--- config.mk ---
export PLATFORM = sky130hd
export DESIGN_NAME = tdm_slot_port
export DESIGN_NICKNAME = d
export VERILOG_FILES = /design/src/rtl/tdm_slot_pkg.sv /design/src/rtl/tdm_slot_ctrl.sv /design/src/rtl/tdm_slot_dp.sv /design/src/rtl/tdm_slot_port.sv
export SDC_FILE = /design/constraint.sdc
export NUM_CORES = 1
export LEC_CHECK = 0
export ABC_AREA = 1
export BUFFER_PORTS_ARGS = -buffer_cell sky130_fd_sc_hd__clkbuf_2
export CORE_AREA = 8 8 152 154
export DETAILED_ROUTE_END_ITERATION = 10
export DIE_AREA = 0 0 160 162
export HOLD_SLACK_MARGIN = 0.02
export PLACE_DENSITY = 0.86
export SLEW_MARGIN = 0
export SYNTH_ARGS = -nofsm -noshare
export SYNTH_HDL_FRONTEND = slang
export SYNTH_SLANG_ARGS = --single-unit
--- constraint.sdc ---
create_clock -name clk -period 8.4 [get_ports clk]
set_input_delay 0 -clock clk [delete_from_list [all_inputs] [get_ports clk]]
set_output_delay 0 -clock clk [all_outputs]
set_load 0.1 [all_outputs]
--- src/rtl/tdm_slot_pkg.sv ---
package tdm_slot_pkg;
  localparam int WORD_W   = 16;
  localparam int SLOT_MAX = 16;
  localparam int IDX_W    = $clog2(SLOT_MAX);

  typedef struct packed {
    logic sampleEv;
    logic driveEv;
    logic shiftBit;
    logic writeWord;
    logic txOn;
  } tdmStrobes_t;
endpackage

--- src/rtl/tdm_slot_ctrl.sv ---
module tdm_slot_ctrl
  import tdm_slot_pkg::*;
#(
  parameter int DEPTH = 8,
  localparam int PTR_W = $clog2(DEPTH + 1),
  localparam int DW = (DEPTH > 1) ? $clog2(DEPTH) : 1
) (
  input  logic                clk,
  input  logic                rstN,
  input  logic                bitClk,
  input  logic                fsIn,
  input  logic                sampleRise,
  input  logic                sameCycleStart,
  input  logic                masterMode,
  input  logic [IDX_W-1:0]    wordLenM1,
  input  logic [IDX_W-1:0]    frameLenM1,
  input  logic [DW-1:0]       bufDepthM1,
  input  logic [SLOT_MAX-1:0] txSlotEn,
  input  logic [SLOT_MAX-1:0] rxSlotEn,
  output tdmStrobes_t         strb,
  output logic [PTR_W-1:0]    rxPtr,
  output logic [PTR_W-1:0]    drvPtr,
  output logic [IDX_W-1:0]    drvBit,
  output logic                fsOut,
  output logic                bufDone
);
  localparam int CNT_W = 2 * IDX_W + 1;

  logic bitClkQ;
  logic riseEv, fallEv, sampleEv, driveEv;
  logic active;
  logic [IDX_W-1:0] slotIdx, bitIdx;
  logic [PTR_W-1:0] ptr, depthW;
  logic [CNT_W-1:0] mCnt, frameBits, frameBitsM1;
  logic fsOutQ, doneQ;

  always_ff @(posedge clk) bitClkQ <= bitClk;

  assign riseEv   = bitClk & ~bitClkQ;
  assign fallEv   = ~bitClk & bitClkQ;
  assign sampleEv = sampleRise ? riseEv : fallEv;
  assign driveEv  = sampleRise ? fallEv : riseEv;

  assign depthW      = PTR_W'(bufDepthM1) + PTR_W'(1);
  assign frameBits   = (CNT_W'(wordLenM1) + CNT_W'(1)) * (CNT_W'(frameLenM1) + CNT_W'(1));
  assign frameBitsM1 = frameBits - CNT_W'(1);

  // Sample side: which bit is being captured at this edge
  logic fsSeen, startNow, restartNext;
  logic [IDX_W-1:0] curSlot, curBit;
  logic [PTR_W-1:0] curPtr, ptrNext;
  logic doBit, bitLast, slotLast, ptrRoom, slotUsed, endSlot, writeWord, advance;

  assign fsSeen      = masterMode ? fsOutQ : fsIn;
  assign startNow    = sampleEv & fsSeen & sameCycleStart;
  assign restartNext = sampleEv & fsSeen & ~sameCycleStart;
  assign curSlot     = startNow ? '0 : slotIdx;
  assign curBit      = startNow ? '0 : bitIdx;
  assign curPtr      = startNow ? '0 : ptr;
  assign doBit       = sampleEv & (startNow | active);
  assign bitLast     = (curBit == wordLenM1);
  assign slotLast    = (curSlot == frameLenM1);
  assign ptrRoom     = (curPtr < depthW);
  assign slotUsed    = txSlotEn[curSlot] | rxSlotEn[curSlot];
  assign endSlot     = doBit & bitLast;
  assign writeWord   = endSlot & rxSlotEn[curSlot] & ptrRoom;
  assign advance     = endSlot & slotUsed & ptrRoom;
  assign ptrNext     = curPtr + PTR_W'(advance);

  always_ff @(posedge clk) begin
    if (!rstN) begin
      active  <= 1'b0;
      slotIdx <= '0;
      bitIdx  <= '0;
      ptr     <= '0;
      mCnt    <= '0;
      fsOutQ  <= 1'b0;
      doneQ   <= 1'b0;
    end else begin
      doneQ <= advance && (ptrNext == depthW);
      if (doBit) begin
        ptr <= ptrNext;
        if (bitLast) begin
          bitIdx <= '0;
          if (slotLast) begin
            slotIdx <= '0;
            active  <= 1'b0;
          end else begin
            slotIdx <= curSlot + IDX_W'(1);
            active  <= 1'b1;
          end
        end else begin
          bitIdx  <= curBit + IDX_W'(1);
          slotIdx <= curSlot;
          active  <= 1'b1;
        end
      end
      if (restartNext) begin
        active  <= 1'b1;
        slotIdx <= '0;
        bitIdx  <= '0;
        ptr     <= '0;
      end
      if (masterMode && sampleEv)
        mCnt <= (mCnt == frameBitsM1) ? '0 : mCnt + CNT_W'(1);
      if (driveEv)
        fsOutQ <= masterMode && (mCnt == '0);
    end
  end

  // Drive side: the bit to present before the next sample edge
  logic drvLive;
  logic [IDX_W-1:0] drvSlot;
  assign drvLive = active | sameCycleStart;
  assign drvSlot = active ? slotIdx : '0;
  assign drvBit  = active ? bitIdx : '0;
  assign drvPtr  = active ? ptr : '0;

  assign strb.sampleEv  = sampleEv;
  assign strb.driveEv   = driveEv;
  assign strb.shiftBit  = doBit;
  assign strb.writeWord = writeWord;
  assign strb.txOn      = drvLive & txSlotEn[drvSlot] & (drvPtr < depthW);
  assign rxPtr   = curPtr;
  assign fsOut   = fsOutQ;
  assign bufDone = doneQ;

  AST_DONE_PULSE: assert property (@(posedge clk) disable iff (!rstN) bufDone |=> !bufDone);
  AST_PTR_LIMIT: assert property (@(posedge clk) disable iff (!rstN) ptr <= depthW);
  AST_SLAVE_QUIET: assert property (@(posedge clk) disable iff (!rstN) !masterMode |=> !fsOut);
  AST_FS_ON_DRIVE: assert property (@(posedge clk) disable iff (!rstN) !driveEv |=> $stable(fsOut));
endmodule

--- src/rtl/tdm_slot_dp.sv ---
module tdm_slot_dp
  import tdm_slot_pkg::*;
#(
  parameter int DEPTH = 8,
  localparam int PTR_W = $clog2(DEPTH + 1),
  localparam int DW = (DEPTH > 1) ? $clog2(DEPTH) : 1
) (
  input  logic                    clk,
  input  logic                    rstN,
  input  tdmStrobes_t             strb,
  input  logic [PTR_W-1:0]        rxPtr,
  input  logic [PTR_W-1:0]        drvPtr,
  input  logic [IDX_W-1:0]        drvBit,
  input  logic [IDX_W-1:0]        wordLenM1,
  input  logic                    idleHiZ,
  input  logic                    sdi,
  input  logic [DEPTH*WORD_W-1:0] txWords,
  output logic [DEPTH*WORD_W-1:0] rxWords,
  output logic                    sdo,
  output logic                    sdoOe
);
  logic [WORD_W-1:0] txArr [DEPTH];
  logic [WORD_W-1:0] rxMem [DEPTH];
  logic [WORD_W-1:0] rxSh, shNext, justified;
  logic [IDX_W-1:0]  bitSel;
  logic              txBitVal;

  assign shNext    = {rxSh[WORD_W-2:0], sdi};
  assign justified = shNext << (IDX_W'(WORD_W - 1) - wordLenM1);
  assign bitSel    = IDX_W'(WORD_W - 1) - drvBit;
  assign txBitVal  = txArr[drvPtr[DW-1:0]][bitSel];

  always_ff @(posedge clk) begin
    if (!rstN) begin
      rxSh  <= '0;
      sdo   <= 1'b0;
      sdoOe <= 1'b0;
    end else begin
      if (strb.shiftBit) rxSh <= shNext;
      if (strb.driveEv) begin
        sdo   <= strb.txOn & txBitVal;
        sdoOe <= strb.txOn | ~idleHiZ;
      end
    end
  end

  for (genvar g = 0; g < DEPTH; g++) begin : gWord
    assign txArr[g] = txWords[g*WORD_W +: WORD_W];
    always_ff @(posedge clk) begin
      if (!rstN) rxMem[g] <= '0;
      else if (strb.writeWord && (rxPtr == PTR_W'(g))) rxMem[g] <= justified;
    end
    assign rxWords[g*WORD_W +: WORD_W] = rxMem[g];
  end

  AST_SDO_ON_DRIVE: assert property (@(posedge clk) disable iff (!rstN) !strb.driveEv |=> ($stable(sdo) && $stable(sdoOe)));
  AST_IDLE_LOW: assert property (@(posedge clk) disable iff (!rstN) !sdoOe |-> !sdo);
  AST_WRITE_IN_RANGE: assert property (@(posedge clk) disable iff (!rstN) strb.writeWord |-> (rxPtr < PTR_W'(DEPTH)));
endmodule

--- src/rtl/tdm_slot_port.sv ---
module tdm_slot_port
  import tdm_slot_pkg::*;
#(
  parameter int DEPTH = 8,
  localparam int DW = (DEPTH > 1) ? $clog2(DEPTH) : 1,
  localparam int PTR_W = $clog2(DEPTH + 1)
) (
  input  logic                    clk,
  input  logic                    rstN,
  input  logic                    sampleRise,
  input  logic                    sameCycleStart,
  input  logic                    idleHiZ,
  input  logic                    masterMode,
  input  logic [IDX_W-1:0]        wordLenM1,
  input  logic [IDX_W-1:0]        frameLenM1,
  input  logic [DW-1:0]           bufDepthM1,
  input  logic [SLOT_MAX-1:0]     txSlotEn,
  input  logic [SLOT_MAX-1:0]     rxSlotEn,
  input  logic [DEPTH*WORD_W-1:0] txWords,
  output logic [DEPTH*WORD_W-1:0] rxWords,
  input  logic                    bitClk,
  input  logic                    fsIn,
  output logic                    fsOut,
  input  logic                    sdi,
  output logic                    sdo,
  output logic                    sdoOe,
  output logic                    bufDone
);
  tdmStrobes_t      strb;
  logic [PTR_W-1:0] rxPtr, drvPtr;
  logic [IDX_W-1:0] drvBit;

  tdm_slot_ctrl #(.DEPTH(DEPTH)) u_ctrl (
    .clk(clk), .rstN(rstN), .bitClk(bitClk), .fsIn(fsIn),
    .sampleRise(sampleRise), .sameCycleStart(sameCycleStart), .masterMode(masterMode),
    .wordLenM1(wordLenM1), .frameLenM1(frameLenM1), .bufDepthM1(bufDepthM1),
    .txSlotEn(txSlotEn), .rxSlotEn(rxSlotEn),
    .strb(strb), .rxPtr(rxPtr), .drvPtr(drvPtr), .drvBit(drvBit),
    .fsOut(fsOut), .bufDone(bufDone)
  );

  tdm_slot_dp #(.DEPTH(DEPTH)) u_dp (
    .clk(clk), .rstN(rstN), .strb(strb), .rxPtr(rxPtr), .drvPtr(drvPtr),
    .drvBit(drvBit), .wordLenM1(wordLenM1), .idleHiZ(idleHiZ), .sdi(sdi),
    .txWords(txWords), .rxWords(rxWords), .sdo(sdo), .sdoOe(sdoOe)
  );
endmodule

==> qor.yml <==
period_needed_ns: 4.98
netlist_area_mm2: 0.0106
cpMostUsedCell: "nand2_1"
power_switching_w: 0.000793
clock_power_share_pct: 33.5
drc_errors: 0
ys_ff_latch: 170
cts_buffers: 17
ctsRootBufferMaster: "clkbuf_16"
ir_drop_mv: 0.146
area_growth_pct: 21.5
grt.busiest_layer: "met2"
setup_viol: 0
start_util_pct: 51.0
path_clk_slew_ns: 0.07
muxShareOfSynthArea_pct: 0.0949
hp-class: "input pin to flop"
status: "complete, no violations"
hold_viol: 0
drive_gt1_share_pct: 24.6
post_drt_wl_per_cell_um: 17.0
io_pins: 312
portBuffers: 311
grt_pass1_vias: 9981
grt_first_pass_wirelength_mm: 51.3
clk_latency_ns: 0.43
layout.nets: 1822
setup_tns_ns: 0
vias: 10398
critical_path_arrival_ns: 5.33
cts_max_level: 4
num_antenna_cells: 0
synth_top_cell_by_area: "edfxtp_1"
internal_power_w: 0.00149
comb_power_share_pct: 25.2
syn_nets: 1545
grtUsageMet3_pct: 7.09
met1_usage_pct: 30.3
synth_cells: 1322
place.gp.congestion: 0.959
yosysWarningCount: 0
synthArstFlopShare_pct: 0
drt_iter0_drc: 936
grt_setup_unrepaired: "false"
final_cells: 1887
hpwl_mm: 24.2
grt_max_degree: 69
ant_nets: 0
cap_violations: 0
yosys_most_used_dff: "edfxtp_1"
core_area_mm2: 0.0207
fmax_mhz: 201
met2_usage_pct: 40.4
synth_edf_count: 128
reg2reg_from: "u_ctrl.bitClkQ$_DFF_P_"
netlist_top_cells_area: "edfxtp_1 (36%), nand3_1 (12%), nand2_1 (11%)"
vias_per_cell: 5.51
antenna_found_initial: 0
crit_path_end_kind: "flop"
critPathLaunch: "u_ctrl.bitClkQ$_DFF_P_"
dr.pass1.iters: 5
worstPathCellList: "nand2_2 > o21ai_2 > nand3_4 > nand2_1 > inv_2 > nor3b_1 > nand2_1 > nor2_4 > nand2_1 > nand2_1 > ha_1 > ha_1 > a21oi_1 > o21ai_0 > a21oi_1 > nand2_1 > nor2_1 > nand3_1 > a21oi_1"
hold_path_startpoint: "bufDepthM1[1]"
finalMaxSlewViolations: 0
power.density_mw_per_mm2: 178
worst_path_largest_cell_delay_ns: 0.83
routed_wl_mm: 32.1
cts-resized-gates: 0
relSlewSlack_pct: 17.6
p_seq_share_pct: 41.3
clock-sinks: 170
rows: 53
dieArea_mm2: 0.0259
cts_buffer_depth: 2
synth_top_family_by_area: "simple AND/OR/NAND/NOR gates"
r2r_setup_slack_ns: 3.42
startpoint_type: "flop"
period_share_pct: 59.2
synthMostInstantiatedCell: "nand2_1"
cts_tree: "yes"
fill_cells: 1788
yosysTopAreaCellShare_pct: 36.4
synth_xor_area_share_pct: 2.49
swShare_pct: 34.7
ys_seq_area_share_pct: 44.4
cp.required_ns: 8.76
yosys.area_share.simple_pct: 34.1
crit_type: "flop to flop"
cp_slowest_cell: "nand2_1"
die_y_um: 162
tightest_slew_ns: 1.24
cts_setup_buffers: 0
grt.total_usage_pct: 24.4
ys_types: 47
synth-compound-area-share_pct: 5.88
fin_worst_skew_ns: 0.0142
yosys.area_share.adder_pct: 5.95
path_max_fanout: 37
overflow: 0
synth_area_per_cell_um2: 7.98
leakage_nw: 6.04
dp_cells: 1850
die-width_um: 160
synthTopCellsByCount: "nand2_1 (297), nand3_1 (251), nor2_1 (184)"
[sequential cells by signal, summed over array words and instances, names as in the netlist]
register        count
u_dp.rxSh          15
u_dp.sdoOe          1
u_ctrl.active       1
u_ctrl.fsOut        1
u_ctrl.bitIdx       4
u_dp.rxMem        128
u_ctrl.bufDone      1
u_ctrl.mCnt         9
u_ctrl.ptr          4
u_ctrl.bitClkQ      1
u_dp.sdo            1
u_ctrl.slotIdx      4
[cell families after synthesis]
group | after synthesis
AND/OR/NAND/NOR | 790
buffers and inverters | 175
flip-flops | 170
AO/OA/AOI/OAI | 113
adder cells (fa/ha/maj) | 43
XOR/XNOR | 30
multiplexers | 1
[worst max-delay path: cells and delay by family, from the launching register on]
| kind | cells | cell delay, ns |
|---|---|---|
| AND/OR/NAND/NOR | 11 | 2.93 |
| flip-flops | 1 | 0.35 |
| adder cells (fa/ha/maj) | 2 | 0.44 |
| buffers and inverters | 1 | 0.43 |
| AO/OA/AOI/OAI | 5 | 0.71 |
[routing by layer]
metal	share of wire, %	vias up
met5	0	-
met4	2.6	0
met3	9.6	66
met2	47	611
met1	41	4730
li1	-	4991
[per-stage QoR]
| step | total power, W | util, % | worst slack [ns] | cell area [um^2] | hold slack [ns] |
|---|---|---|---|---|---|
| global placement | 0.00152 | 58.9 | 3.53 | 12200 | 0.160 |
| finish | 0.00228 | 61.9 | 3.42 | 12800 | 0.0645 |
| detailed placement | 0.00154 | 58.9 | 3.38 | 12200 | 0.169 |
| CTS | 0.00229 | 61.9 | 3.56 | 12800 | 0.0348 |
| global route | 0.00238 | 61.9 | 3.00 | 12800 | 0.0850 |
| floorplan | 0.00139 | - | 3.97 | 10600 | 0.0277 |
[layout make-up]
type	instances	area, um^2	share of cell area [%]
Inverter	107	402	3.13
Clock inverter	14	151	1.18
Multi-Input combinational cell	977	5120	40.0
Clock buffer	18	429	3.35
Timing Repair Buffer	326	1680	13.1
Tap cell	275	344	2.69
Sequential cell	170	4690	36.6
[worst paths after layout]
kind	end	cells after the start
hold reg to reg	u_ctrl.fsOut$_SDFFE_PN0P_	2
setup / recovery	u_ctrl.bufDone$_SDFF_PN0_	19
setup reg to reg	u_ctrl.bufDone$_SDFF_PN0_	19
hold / removal	u_ctrl.bufDone$_SDFF_PN0_	5
[power by group through the flow]
stage | registers [W] | logic [W] | clock network, W
after global placement | 0.000962 | 0.000559 | 0
after detailed placement | 0.000963 | 0.000573 | 0
final | 0.000944 | 0.000575 | 0.000764
after CTS | 0.000944 | 0.000577 | 0.000768
after global routing | 0.000947 | 0.000631 | 0.000800
after floorplan | 0.00112 | 0.000272 | 0
[layout by cell type, fill, tap and decap left out, types with 4 or more instances in the layout]
cell type	Yosys	routed
a21oi_1	33	33
buf_4	2	10
clkbuf_16	0	17
clkbuf_2	0	311
clkinv_4	0	5
dfxtp_1	42	40
dlygate4sd3_1	0	5
edfxtp_1	128	128
fa_1	12	12
ha_1	31	31
inv_1	99	99
inv_2	5	5
inv_8	0	6
nand2_1	297	296
nand2_2	3	4
nand3_1	251	251
nand3b_1	5	5
nand4_1	6	6
nand4_4	8	8
nor2_1	184	184
nor2_2	12	12
nor3_1	7	7
o2111ai_1	5	5
o21ai_0	57	50
o21ai_1	2	9
or2_2	5	5
xnor2_1	16	16
xor2_1	14	14
[timing repair]
item	in CTS	in global routing
endpoints found under the hold margin	5	0
hold buffers	5	0
setup endpoints to repair	0	0
Note: power is estimated with default switching activity, not from simulation.
